## src/rtl/dpt_pkg.sv

```systemverilog
`timescale 1ns/1ps
package dpt_pkg;
  typedef enum logic [2:0] {
    OP_ADD   = 3'd0,
    OP_SUB   = 3'd1,
    OP_MUL   = 3'd2,
    OP_EQ    = 3'd3,
    OP_GT    = 3'd4,
    OP_LT    = 3'd5,
    OP_PASSA = 3'd6,
    OP_PASSB = 3'd7
  } fu_op_e;

  function automatic logic is_compare(input logic [2:0] op);
    return (op == OP_EQ) || (op == OP_GT) || (op == OP_LT);
  endfunction
endpackage

```

## src/rtl/dpt_opsel.sv

```systemverilog
`timescale 1ns/1ps
// Operand source switch: picks one register or one access link.
module dpt_opsel #(
  parameter int DW    = 8,
  parameter int NREG  = 4,
  parameter int NLINK = 2,
  parameter int IW    = 2
) (
  input  logic                  from_link,
  input  logic [IW-1:0]         idx,
  input  logic [NREG*DW-1:0]    regs,
  input  logic [NLINK*DW-1:0]   links,
  output logic [DW-1:0]         val
);
  always_comb begin
    val = '0;
    if (from_link) begin
      for (int k = 0; k < NLINK; k++)
        if (int'(idx) == k) val = links[k*DW +: DW];
    end else begin
      for (int r = 0; r < NREG; r++)
        if (int'(idx) == r) val = regs[r*DW +: DW];
    end
  end
endmodule

```

## src/rtl/dpt_fu.sv

```systemverilog
`timescale 1ns/1ps
// Single functional unit: arithmetic, pass-through and unsigned compare.
module dpt_fu
  import dpt_pkg::*;
#(
  parameter int DW = 8
) (
  input  logic [2:0]    op,
  input  logic [DW-1:0] a,
  input  logic [DW-1:0] b,
  output logic [DW-1:0] y,
  output logic          flag
);
  always_comb begin
    flag = 1'b0;
    y    = '0;
    case (fu_op_e'(op))
      OP_ADD:   y = a + b;
      OP_SUB:   y = a - b;
      OP_MUL:   y = a * b;
      OP_EQ:    flag = (a == b);
      OP_GT:    flag = (a > b);
      OP_LT:    flag = (a < b);
      OP_PASSA: y = a;
      OP_PASSB: y = b;
      default:  y = '0;
    endcase
    if (is_compare(op)) y = {{(DW-1){1'b0}}, flag};
  end
endmodule

```

## src/rtl/dpt_regbank.sv

```systemverilog
`timescale 1ns/1ps
// Local register bank with in-switches on each write port.
module dpt_regbank #(
  parameter int DW    = 8,
  parameter int NREG  = 4,
  parameter int NLINK = 2,
  parameter int NWP   = 2,
  localparam int RW   = (NREG  > 1) ? $clog2(NREG)  : 1,
  localparam int LW   = (NLINK > 1) ? $clog2(NLINK) : 1
) (
  input  logic                  clk,
  input  logic                  rst_n,
  input  logic [NWP-1:0]        we,
  input  logic [NWP*RW-1:0]     dst,
  input  logic [NWP-1:0]        from_fu,
  input  logic [NWP*LW-1:0]     lsel,
  input  logic [DW-1:0]         fu_y,
  input  logic [NLINK*DW-1:0]   link_rd,
  output logic [NREG*DW-1:0]    regs
);
  logic [DW-1:0] wd [NWP];
  logic [DW-1:0] rq [NREG];
  logic [DW-1:0] nx [NREG];

  // in-switch: FU result or a link value onto each write port
  always_comb begin
    for (int p = 0; p < NWP; p++) begin
      wd[p] = '0;
      if (from_fu[p]) wd[p] = fu_y;
      else
        for (int k = 0; k < NLINK; k++)
          if (int'(lsel[p*LW +: LW]) == k) wd[p] = link_rd[k*DW +: DW];
    end
  end

  for (genvar r = 0; r < NREG; r++) begin : g_reg
    // scan from the highest port down so the lowest port has the last word
    always_comb begin
      nx[r] = rq[r];
      for (int p = NWP - 1; p >= 0; p--)
        if (we[p] && int'(dst[p*RW +: RW]) == r) nx[r] = wd[p];
    end

    always_ff @(posedge clk or negedge rst_n) begin
      if (!rst_n) rq[r] <= '0;
      else        rq[r] <= nx[r];
    end

    assign regs[r*DW +: DW] = rq[r];

    AST_REG_HOLD: assert property (@(posedge clk) disable iff (!rst_n)
      (we == '0) |=> $stable(rq[r]));
  end

  AST_PORT0_WINS: assert property (@(posedge clk) disable iff (!rst_n)
    (we[0] && int'(dst[RW-1:0]) < NREG) |=> (rq[$past(dst[RW-1:0])] == $past(wd[0])));
endmodule

```

## src/rtl/dpt_outsw.sv

```systemverilog
`timescale 1ns/1ps
// Out-switch for one access link: register or FU result onto the link.
module dpt_outsw #(
  parameter int DW   = 8,
  parameter int NREG = 4,
  localparam int MW  = NREG + 1
) (
  input  logic                clk,
  input  logic                rst_n,
  input  logic                valid,
  input  logic [MW-1:0]       mask,
  input  logic [NREG*DW-1:0]  regs,
  input  logic [DW-1:0]       fu_y,
  output logic [DW-1:0]       wr,
  output logic                oe,
  output logic                conflict
);
  int            cnt;
  logic [DW-1:0] pick;

  always_comb begin
    cnt  = 0;
    pick = '0;
    for (int s = 0; s < NREG; s++)
      if (mask[s]) begin
        cnt  = cnt + 1;
        pick = regs[s*DW +: DW];
      end
    if (mask[NREG]) begin
      cnt  = cnt + 1;
      pick = fu_y;
    end
  end

  assign oe       = valid && (cnt != 0);
  assign conflict = valid && (cnt > 1);
  assign wr       = (oe && !conflict) ? pick : '0;

  AST_IDLE_QUIET: assert property (@(posedge clk) disable iff (!rst_n)
    !oe |-> (wr == '0 && !conflict));
  AST_CLASH_ZERO: assert property (@(posedge clk) disable iff (!rst_n)
    conflict |-> (wr == '0 && oe));
  AST_BLOCKED_NODRIVE: assert property (@(posedge clk) disable iff (!rst_n)
    !valid |-> !oe);
endmodule

```

## src/rtl/dpt_tile.sv

```systemverilog
`timescale 1ns/1ps
// Structured datapath tile: register bank, one FU, in/out switch groups.
module dpt_tile
  import dpt_pkg::*;
#(
  parameter int DW    = 8,
  parameter int NREG  = 4,
  parameter int NLINK = 2,
  parameter int NWP   = 2,
  localparam int RW   = (NREG  > 1) ? $clog2(NREG)  : 1,
  localparam int LW   = (NLINK > 1) ? $clog2(NLINK) : 1,
  localparam int IW   = (RW > LW) ? RW : LW,
  localparam int MW   = NREG + 1
) (
  input  logic                  clk,
  input  logic                  rst_n,
  input  logic                  step_valid,
  input  logic [2:0]            fu_op,
  input  logic                  opa_from_link,
  input  logic [IW-1:0]         opa_idx,
  input  logic                  opb_from_link,
  input  logic [IW-1:0]         opb_idx,
  input  logic [NWP-1:0]        wr_en,
  input  logic [NWP*RW-1:0]     wr_dst,
  input  logic [NWP-1:0]        wr_from_fu,
  input  logic [NWP*LW-1:0]     wr_link,
  input  logic [NLINK*MW-1:0]   drv_mask,
  input  logic [NLINK*DW-1:0]   link_rd,
  output logic [NLINK*DW-1:0]   link_wr,
  output logic [NLINK-1:0]      link_oe,
  output logic [NLINK-1:0]      link_conflict,
  output logic                  cmp_flag
);
  logic [NREG*DW-1:0] regs;
  logic [DW-1:0]      opa, opb, fu_y;
  logic               fu_flag;
  logic [NWP-1:0]     we_gated;

  dpt_opsel #(.DW(DW), .NREG(NREG), .NLINK(NLINK), .IW(IW)) u_opa (
    .from_link(opa_from_link), .idx(opa_idx), .regs(regs), .links(link_rd), .val(opa));
  dpt_opsel #(.DW(DW), .NREG(NREG), .NLINK(NLINK), .IW(IW)) u_opb (
    .from_link(opb_from_link), .idx(opb_idx), .regs(regs), .links(link_rd), .val(opb));

  dpt_fu #(.DW(DW)) u_fu (.op(fu_op), .a(opa), .b(opb), .y(fu_y), .flag(fu_flag));

  assign cmp_flag = step_valid && fu_flag;
  assign we_gated = wr_en & {NWP{step_valid}};

  dpt_regbank #(.DW(DW), .NREG(NREG), .NLINK(NLINK), .NWP(NWP)) u_rb (
    .clk(clk), .rst_n(rst_n), .we(we_gated), .dst(wr_dst), .from_fu(wr_from_fu),
    .lsel(wr_link), .fu_y(fu_y), .link_rd(link_rd), .regs(regs));

  for (genvar k = 0; k < NLINK; k++) begin : g_link
    dpt_outsw #(.DW(DW), .NREG(NREG)) u_osw (
      .clk(clk), .rst_n(rst_n), .valid(step_valid),
      .mask(drv_mask[k*MW +: MW]), .regs(regs), .fu_y(fu_y),
      .wr(link_wr[k*DW +: DW]), .oe(link_oe[k]), .conflict(link_conflict[k]));
  end

  AST_CMP_NARROW: assert property (@(posedge clk) disable iff (!rst_n)
    is_compare(fu_op) |-> (fu_y[DW-1:1] == '0));
  AST_FLAG_ONLY_CMP: assert property (@(posedge clk) disable iff (!rst_n)
    cmp_flag |-> (step_valid && is_compare(fu_op)));
endmodule

```

## config.mk

```make
export PLATFORM = sky130hd
export DESIGN_NAME = dpt_tile
export DESIGN_NICKNAME = d
export VERILOG_FILES = /design/src/rtl/dpt_pkg.sv /design/src/rtl/dpt_opsel.sv /design/src/rtl/dpt_fu.sv /design/src/rtl/dpt_regbank.sv /design/src/rtl/dpt_outsw.sv /design/src/rtl/dpt_tile.sv
export SDC_FILE = /design/constraint.sdc
export NUM_CORES = 1
export LEC_CHECK = 0
export BUFFER_PORTS_ARGS = -buffer_cell sky130_fd_sc_hd__clkbuf_2
export CAP_MARGIN = 20
export CORE_AREA = 2 2 104 106
export CTS_CLUSTER_DIAMETER = 40
export CTS_CLUSTER_SIZE = 28
export DETAILED_ROUTE_END_ITERATION = 12
export DIE_AREA = 0 0 106 108
export HOLD_SLACK_MARGIN = 0.15
export PLACE_DENSITY = 0.78
export SETUP_SLACK_MARGIN = 0.15
export SLEW_MARGIN = 20
export SYNTH_ARGS = -nofsm -noshare
export SYNTH_HDL_FRONTEND = slang
export SYNTH_SLANG_ARGS = --single-unit
```

## constraint.sdc

```tcl
create_clock -name clk -period 12.2 [get_ports clk]
set_clock_uncertainty 0.05 [all_clocks]
set_input_delay 3.66 -clock clk [delete_from_list [all_inputs] [get_ports clk]]
set_output_delay 3.66 -clock clk [all_outputs]
set_load 0.01 [all_outputs]
```

==> impl_metrics.json, run 1 <==
{
  "power_frac_seq_pct": 23.4,
  "pwr_density_cell_mw_per_mm2": 125,
  "start_util_pct": 54.4,
  "hold_buffers": 0,
  "fp.dieH_um": 108,
  "ys_dominant_reg_cell": "dfrtp_1",
  "slew_headroom_pct": 27.6,
  "placedCellCount": 923,
  "port_buffers": 68,
  "async_flop_share_pct": 100,
  "antenna_left": 0,
  "timing.rr.start": "u_rb.regs[27]",
  "grt_max_degree": 38,
  "cts.sinks": 32,
  "clockBufferDepth": 2,
  "layout_commonest_cell": "nor2_1",
  "largest_reg_flops": 32,
  "hp-start": "u_rb.regs[17]",
  "vias": 6051,
  "ir_drop_uv": 92.4,
  "gp_congestion": 1.10,
  "fin_nets": 919,
  "mostFrequentLayoutCells": "nor2_1, a21oi_1, mux2i_1, clkbuf_2, nand2_1",
  "p_clk_share_pct": 12.4,
  "status": "complete, no violations",
  "dp_hpwl_um": 15000,
  "tns_ns": 0,
  "tritoncts": "done",
  "path_clk_slew_ns": 0.07,
  "worstHoldPathCells": 2,
  "antenna_cells": 0,
  "grt_overflow": 0,
  "fin_crit_ns": 12.05,
  "rsz0062_at_grt": "true",
  "maxCapViolCount": 0,
  "r2r_slack_ns": 6.71,
  "syn_area_per_cell_um2": 7.66,
  "timing.final.ws_setup_ns": 0.154,
  "first_pass_iters": 5,
  "period_share_pct": 98.7,
  "slew_viol_final": 0,
  "rows": 37,
  "p_int_mw": 0.440,
  "die-area_mm2": 0.0114,
  "fmax_ghz": 0.0830,
  "antenna_found_initial": 0,
  "drive_gt1_share_pct": 27.2,
  "pin_count": 69,
  "p_leak_nw": 3.25,
  "power_switching_mw": 0.401,
  "track_usage_pct": 33.9,
  "dp_slack_ns": -0.110,
  "reg2reg_to": "u_rb.regs[15]",
  "finalSetupViolCount": 0,
  "root_buffer": "clkbuf_8",
  "holdPathEnd": "u_rb.regs[17]",
  "synth_edf_count": 0,
  "insertion_delay_ns": 0.29,
  "grt_pass1_wl_um": 30500,
  "swShare_pct": 47.7,
  "instances_no_fill": 955,
  "core_area_mm2": 0.0102,
  "worst_ep_required_time_ns": 8.49,
  "drtIter0Drc": 674,
  "hold_slack_ns": 0.669,
  "routedWlPerCell_um": 20.4,
  "end_kind": "output pin",
  "crit_arrival_ns": 8.34,
  "ys_seq_area_share_pct": 14.4,
  "finalHoldViolations": 0,
  "worstSetupPathType": "primary input to output pin",
  "routed_via_density": 6.34,
  "syn_nets": 828,
  "r2r_cells": 21,
  "drc": 0,
  "wl_um": 19500,
  "syn-cell-area_mm2": 0.00557,
  "die_w_um": 106,
  "crit_fanout": 8,
  "worst_pin_slew_ns": 1.07,
  "hp-class": "flip-flop to flip-flop",
  "postPlaceCellArea_mm2": 0.00615,
  "fillers": 869,
  "cts_made_buffers": 5,
  "ys.warnings.count": 0,
  "p_comb_share_pct": 64.2,
  "syn2layout_area_growth_pct": 20.9,
  "ys_ff_latch": 32,
  "fin_area_mm2": 0.00673,
  "ys_types": 61,
  "start_kind": "primary input",
  "netlist_instances": 727,
  "grt_pass1_vias": 5783,
  "htreeDepth": 2
}
==> worst max-delay path by stage <==
stage	startpoint	endpoint	slack (ns)	depth (start not counted)
CTS	opa_idx[1]	link_wr[7]	0.15	25
global placement	opa_idx[1]	link_wr[7]	-0.02	25
detailed placement	opb_idx[0]	link_wr[7]	-0.11	22
global route	opa_idx[1]	link_wr[7]	-0.01	26
floorplan	opb_idx[0]	link_wr[15]	0.16	22
finish	opb_idx[0]	link_wr[7]	0.15	23
==> Yosys cell counts (13+ instances only) <==
cell | count | area (um2)
nand2_1 | 63 | 236
a211oi_1 | 27 | 203
mux2i_1 | 68 | 681
nor2_1 | 91 | 342
a21oi_1 | 67 | 335
nor2b_1 | 14 | 87.6
xnor2_1 | 15 | 131
clkbuf_1 | 30 | 113
o21ai_0 | 46 | 230
fa_1 | 14 | 280
dfrtp_1 | 32 | 801
ha_1 | 39 | 488
inv_1 | 54 | 203
and3_1 | 13 | 81.3
nor3_1 | 17 | 85.1
==> final cells by class <==
type                            count  area, um2  area share (%)
Clock buffer                        5       68.8            1.02
Clock inverter                      3       42.5           0.632
Inverter                           55        213            3.16
Multi-Input combinational cell    593       4530            67.3
Sequential cell                    32        801            11.9
Tap cell                          136        170            2.53
Timing Repair Buffer              131        903            13.4
==> cell families after synthesis <==
group                    Yosys count  synth area share [%]
AO/OA/AOI/OAI                    203                  23.3
adder cells (fa/ha/maj)           53                  13.8
AND/OR/NAND/NOR                  230                  18.9
XOR/XNOR                          26                  4.72
flip-flops                        32                  14.4
multiplexers                      81                  16.5
buffers and inverters            102                  8.41
==> layer usage <==
metal | wire (um) | GRT usage, % | vias to the layer above
met5 | 0 | 0 | -
met2 | 8870 | 56.1 | 384
met1 | 7630 | 44.9 | 2817
li1 | - | - | 2763
met3 | 1950 | 4.94 | 87
met4 | 1040 | 13.5 | 0
==> worst max-delay path, stage by stage <==
cell	delay, ns
buf_8	0.11
buf_12	0.13
mux2i_2	0.14
nor2_2	0.16
a21oi_4	0.06
inv_2	0.11
nand2_2	0.07
fa_2	0.40
fa_1	0.53
inv_2	0.05
fa_1	0.54
inv_2	0.04
fa_2	0.53
inv_2	0.04
ha_4	0.26
a21oi_2	0.05
xnor2_1	0.13
xnor2_1	0.29
xnor3_1	0.27
and3_4	0.20
nor3b_4	0.28
a211oi_2	0.11
buf_2	0.16
==> power groups by stage <==
stage	combinational, mW	sequential, mW	clock (mW)
6_report	0.540	0.197	0.105
5_1_grt	0.589	0.196	0.108
4_1_cts	0.503	0.191	0.104
3_5_place_dp	0.478	0.193	0
3_3_place_gp	0.464	0.191	0
2_1_floorplan	0.339	0.161	0
==> through the flow <==
stage | total power [mW] | utilization [%]
final | 0.841 | 65.7
after global routing | 0.894 | 65.7
after CTS | 0.799 | 63.2
after detailed placement | 0.671 | 60.1
after global placement | 0.654 | 60.1
after floorplan | 0.501 | -
==> timing repair <==
| action | 4_1_cts | 5_1_grt |
|---|---|---|
| endpoints found under the setup margin | 2 | 2 |
| buffers inserted | 8 | 16 |
| gates resized for setup | 40 | 43 |
| pin swaps | 16 | 31 |
Power figures use the tool's default switching activity.
==> run 2, diff against run 1 <==
ABC_AREA = 1   (was default)
CORE_AREA = 5 5 106 108   (was 2 2 104 106)
CTS_BUF_LIST = sky130_fd_sc_hd__clkbuf_2 sky130_fd_sc_hd__clkbuf_4 sky130_fd_sc_hd__clkbuf_8   (was default)
DIE_AREA = 0 0 111 113   (was 0 0 106 108)
PLACE_DENSITY = 0.79   (was 0.78)
==> run 2 against run 1 <==
Final cell count is 20% higher. Synthesized area is 0.61% lower. Synthesized cell count is 25% higher. Via count is 15% higher. Critical endpoint is now link_wr[15]. Flip-flop and latch count stayed put.
==> impl_metrics.json, run 2 <==
{
  "cts.sinks": 32,
  "syn2layout_area_growth_pct": 20.4,
  "use_met3_pct": 6.15,
  "routedWlPerCell_um": 18.2,
  "yosys.area_share.simple_pct": 26.1,
  "first_pass_iters": 5,
  "fin_nets": 1109,
  "antenna_found_initial": 0,
  "ys.warnings.count": 0,
  "critPathMostFrequentCell": "nand2_1",
  "p_clk_share_pct": 10.7,
  "syn-cell-area_mm2": 0.00553,
  "fp.dieH_um": 113,
  "ys_types": 42,
  "synth_compound_area_share_pct": 29.0,
  "p_comb_share_pct": 69.7,
  "start_util_pct": 54.6,
  "critical_path.max_stage_delay_ns": 0.52,
  "worstSetupPathType": "primary input to output pin",
  "met1_usage_pct": 41.0,
  "finalSetupViolCount": 0,
  "largest_reg_flops": 32,
  "drtIter0Drc": 640,
  "holdPathEnd": "u_rb.regs[7]",
  "r2r_slack_ns": 6.84,
  "synth_top_area_share_pct": 14.5,
  "fillers": 953,
  "reg2reg_to": "u_rb.regs[14]",
  "syn_nets": 1011,
  "met2_usage_pct": 50.1,
  "clockBufferDepth": 2,
  "gp_congestion": 1.05,
  "synth_top_area_cell": "dfrtp_1",
  "timing.final.ws_setup_ns": 0.325,
  "drive_gt1_share_pct": 19.8,
  "ys_ff_latch": 32,
  "layout_commonest_cell": "nand2_1",
  "routed_via_density": 6.06,
  "fin_crit_ns": 11.88,
  "netlist_instances": 910,
  "synthMostInstantiatedCell": "nand2_1",
  "yosys-top-cells-area": "dfrtp_1, nand2_1, inv_1",
  "async_flop_share_pct": 100,
  "grt_max_degree": 33,
  "synth_edf_count": 0,
  "drc": 0,
  "vias": 6938,
  "pin_count": 69,
  "ys_top_cells_by_count": "nand2_1, inv_1, o21ai_0",
  "grt_overflow": 0,
  "wl_um": 20800,
  "track_usage_pct": 31.4,
  "synth_xor_area_share_pct": 2.06,
  "grt_pass1_wl_um": 31800,
  "placedCellCount": 1117,
  "dp_slack_ns": 0.0975,
  "synth_top_family_by_area": "compound AO/OA/AOI/OAI gates",
  "path_clk_slew_ns": 0.06,
  "p_int_mw": 0.391,
  "worst_pin_slew_ns": 0.925,
  "cts_made_buffers": 5,
  "dp_hpwl_um": 16400,
  "end_kind": "output pin",
  "antenna_left": 0,
  "p_leak_nw": 3.43,
  "rows": 37,
  "crit_arrival_ns": 8.17,
  "tritoncts": "done",
  "finalHoldViolations": 0,
  "start_kind": "primary input",
  "mostFrequentLayoutCells": "nand2_1, inv_1, o21ai_0",
  "antenna_cells": 0,
  "hp-start": "u_rb.regs[7]",
  "pwr_density_cell_mw_per_mm2": 122,
  "rsz0062_at_grt": "false",
  "die-area_mm2": 0.0125,
  "maxCapViolCount": 0,
  "swShare_pct": 51.8,
  "ys_dominant_reg_cell": "dfrtp_1",
  "ys_seq_area_share_pct": 14.5,
  "die_w_um": 111,
  "worst_ep_required_time_ns": 8.49,
  "slew_viol_final": 0,
  "grt_pass1_vias": 6173,
  "timing.rr.start": "u_rb.regs[10]",
  "hp-class": "flip-flop to flip-flop",
  "core_area_mm2": 0.0101,
  "slew_headroom_pct": 37.8,
  "period_share_pct": 97.3,
  "htreeDepth": 2,
  "tns_ns": 0,
  "cp_slowest_cell": "fa_1",
  "ir_drop_uv": 85.4,
  "r2r_cells": 23,
  "worstHoldPathCells": 2,
  "root_buffer": "clkbuf_8",
  "fmax_ghz": 0.0842,
  "syn_area_per_cell_um2": 6.08,
  "instances_no_fill": 1145,
  "power_switching_mw": 0.420,
  "power_frac_seq_pct": 19.7,
  "crit_fanout": 7,
  "status": "complete, no violations",
  "synth_fa_ha_area_share_pct": 13.9,
  "insertion_delay_ns": 0.28,
  "port_buffers": 68,
  "synthMuxAreaShare_pct": 0,
  "busiest_layer": "met2"
}
-- run 2: per-stage QoR --
stage	cell area [um2]	hold WS, ns	total power, mW	util (%)
final	6660	0.563	0.810	65.7
after global routing	6660	0.587	0.871	65.7
after CTS	6230	0.548	0.730	61.5
after detailed placement	6120	0.530	0.638	60.4
after global placement	6120	0.519	0.634	60.4
after floorplan	5530	0.437	0.480	-
-- run 2: kinds of logic after synthesis --
logic type               count (synthesis)
XOR/XNOR                                13
buffers and inverters                  206
AO/OA/AOI/OAI                          255
AND/OR/NAND/NOR                        351
adder cells (fa/ha/maj)                 53
flip-flops                              32
-- run 2: per-layer routing --
metal	vias up	share of wire, %
met2	448	44
met5	-	0
met4	0	6.1
li1	3242	-
met1	3150	39
met3	98	11
-- run 2: worst max-delay path: cells and delay by family --
family	cells	cell delay, ns
AOI/OAI and AO/OA	5	0.97
adders and majority gates	5	1.80
buffers and inverters	9	0.83
and+or+nand+nor	10	0.89
-- run 2: worst max-delay path by stage --
| stage | from | to | slack, ns | cells past startpoint |
|---|---|---|---|---|
| finish | opa_idx[1] | link_wr[15] | 0.32 | 29 |
| global route | opb_idx[1] | link_wr[15] | 0.11 | 29 |
| CTS | opa_idx[1] | link_wr[15] | 0.16 | 27 |
| detailed placement | opa_idx[1] | link_wr[15] | 0.1 | 29 |
| global placement | opb_idx[1] | link_wr[15] | 0.18 | 26 |
| floorplan | opa_idx[1] | link_wr[7] | 0.55 | 25 |
-- run 2: layout make-up --
type | instances | area, um2 | area share, %
Clock buffer | 8 | 97.6 | 1.47
Sequential cell | 32 | 801 | 12.0
Tap cell | 136 | 170 | 2.56
Timing Repair Buffer | 113 | 739 | 11.1
Inverter | 184 | 701 | 10.5
Multi-Input combinational cell | 672 | 4150 | 62.3
-- run 2: power groups by stage --
stage               sequential, mW  clock, mW  combinational (mW)
finish                       0.159     0.0864               0.565
global placement             0.158          0               0.476
floorplan                    0.147          0               0.333
detailed placement           0.158          0               0.480
global route                 0.160     0.0928               0.618
CTS                          0.156     0.0865               0.487
-- run 2: what timing repair did --
action                                 in CTS  in global routing
pin swaps                                   0                 39
gates cloned                                0                  1
buffers inserted                            0                 18
hold buffers                                0                  0
endpoints found under the hold margin       0                  0
resized for setup                           4                103
setup endpoints to repair                   2                  6
==> run 3, diff against run 2 <==
CORE_AREA = 5 5 103 105   (was 5 5 106 108)
DIE_AREA = 0 0 108 110   (was 0 0 111 113)
PLACE_DENSITY = 0.8   (was 0.79)
SLEW_MARGIN = default   (was 20)
clock period = 13.9 ns   (was 12.2 ns; I/O delays follow)
==> run 3 against run 2 <==
Critical path depth shrank 2. Sequential share of layout area up 1.0 points. Setup slack gained 0.19 ns. First-iteration DRC count rose by 16%. Largest cell class unchanged. Largest power group unchanged. Highest routed layer unchanged.
==> impl_metrics.json, run 3 (synthesis results as in run 2) <==
{
  "critPathBufInv": 8,
  "cp_slowest_cell": "fa_1",
  "antenna_left": 0,
  "fp.dieH_um": 110,
  "path_clk_slew_ns": 0.06,
  "cts.sinks": 32,
  "root_buffer": "clkbuf_8",
  "p_int_mw": 0.313,
  "end_kind": "output pin",
  "pwr_density_cell_mw_per_mm2": 108,
  "antenna_cells": 0,
  "tns_ns": 0,
  "crit_family": "adder cells",
  "p_leak_nw": 3.22,
  "multi_input_area_mm2": 0.00397,
  "power_frac_seq_pct": 21.1,
  "instances_no_fill": 1105,
  "drive_gt1_share_pct": 11.5,
  "r2r_cells": 22,
  "crit_fanout": 13,
  "tritoncts": "done",
  "drc": 0,
  "critPathMostFrequentCell": "inv_1",
  "crit_arrival_ns": 9.17,
  "worst_ep_required_time_ns": 9.68,
  "slew_viol_final": 0,
  "p_comb_share_pct": 65.3,
  "die-area_mm2": 0.0119,
  "mostFrequentLayoutCells": "nand2_1, inv_1, o21ai_0",
  "routed_via_density": 5.95,
  "clockBufferDepth": 2,
  "worstHoldPathCells": 2,
  "antenna_found_initial": 0,
  "die_w_um": 108,
  "start_util_pct": 57.9,
  "placedCellCount": 1092,
  "crit_cells": 27,
  "finalSetupViolCount": 0,
  "postPlaceCellArea_mm2": 0.00595,
  "p_clk_share_pct": 13.6,
  "fillers": 959,
  "r2r_slack_ns": 8.36,
  "slew_headroom_pct": 32.9,
  "syn2layout_area_growth_pct": 10.9,
  "grt_pass1_vias": 6048,
  "core_area_mm2": 0.00955,
  "worstSetupPathType": "primary input to output pin",
  "htreeDepth": 2,
  "maxCapViolCount": 0,
  "start_kind": "primary input",
  "period_share_pct": 96.3,
  "fin_area_mm2": 0.00613,
  "layout_commonest_cell": "nand2_1",
  "vias": 6574,
  "largest_reg_flops": 32,
  "ir_drop_uv": 97.3,
  "swShare_pct": 52.6,
  "fin_crit_ns": 13.39,
  "rows": 36,
  "rsz0062_at_grt": "false",
  "fin_nets": 1072,
  "final_util_pct": 64.2,
  "worst_pin_slew_ns": 0.999,
  "track_usage_pct": 34.6,
  "seq_area_um2": 801,
  "status": "complete, no violations",
  "critical_path.max_stage_delay_ns": 0.54,
  "drtIter0Drc": 745,
  "power_switching_mw": 0.347,
  "hp-class": "flip-flop to flip-flop",
  "wl_um": 20400,
  "pin_count": 69,
  "routedWlPerCell_um": 18.4,
  "finalHoldViolations": 0,
  "grt_overflow": 0,
  "gp_congestion": 1.07,
  "first_pass_iters": 7,
  "grt_max_degree": 33,
  "insertion_delay_ns": 0.29,
  "grt_pass1_wl_um": 31900,
  "dp_hpwl_um": 16500,
  "fmax_ghz": 0.0747,
  "cts_made_buffers": 5,
  "timing.final.ws_setup_ns": 0.510,
  "hold_buffers": 0,
  "port_buffers": 68,
  "dp_slack_ns": 0.386
}
## run 3: cell count changes in the layout (fill, tap and decap cells not counted), moves of 4 or more
cell,previous run,this run
inv_4,4,0
nand2_1,197,202
nand3_1,45,50
o21ai_0,77,86
buf_6,11,0
nor2_1,62,66
inv_1,163,181
inv_2,16,2
nand3_2,5,0
ha_1,33,39
buf_4,36,4
o21ai_2,7,1
## run 3: path summary, 6_finish.rpt
| kind | startpoint | to |
|---|---|---|
| min in group asynchronous | rst_n | u_rb.regs[1] |
| worst min register to register | u_rb.regs[7] | u_rb.regs[7] |
| max in group asynchronous | rst_n | u_rb.regs[11] |
| worst max register to register | u_rb.regs[11] | u_rb.regs[6] |
| worst min-delay path | u_rb.regs[7] | u_rb.regs[7] |
| worst max-delay path | opb_idx[1] | link_wr[15] |
## run 3: timing repair
| action | in CTS | in global routing |
|---|---|---|
| setup buffers | 0 | 1 |
| setup endpoints to repair | 0 | 3 |
| gates resized for setup | 0 | 16 |
## run 3: metrics by stage
step,hold slack [ns],power (mW)
floorplan,0.437,0.421
global placement,0.481,0.551
detailed placement,0.490,0.554
CTS,0.505,0.645
global route,0.542,0.719
finish,0.517,0.660
## run 3: power by group through the flow
stage	sequential (mW)	clock, mW	combinational [mW]
after floorplan	0.129	0	0.292
after global routing	0.140	0.0954	0.483
after detailed placement	0.139	0	0.414
after CTS	0.138	0.0895	0.417
final	0.139	0.0899	0.431
after global placement	0.139	0	0.412
## run 3: worst reg2reg max path, delay by kind of cell, from the launching register on
kind                     cells  cell delay (ns)
AO/OA/AOI/OAI                7             1.46
XOR/XNOR                     1             0.24
adder cells (fa/ha/maj)      6             2.39
buffers and inverters        6             0.50
flip-flops                   1             0.32
AND/OR/NAND/NOR              2             0.41
## run 3: final cells by class
type	count	share of cell area, %
tap	133	2.71
sequential	32	13.1
clock buffer	6	1.24
multi-input combinational	672	64.7
timing repair buffer	76	6.49
clock inverter	2	0.571
inverter	184	11.3
## run 3: metal layers
| layer | share of wire [%] | up-vias | GRT usage [%] |
|---|---|---|---|
| li1 | - | 3160 | - |
| met1 | 41 | 2955 | 46.2 |
| met2 | 43 | 381 | 54.0 |
| met3 | 10 | 78 | 6.52 |
| met4 | 5.3 | 0 | 16.9 |
| met5 | 0 | - | 0 |
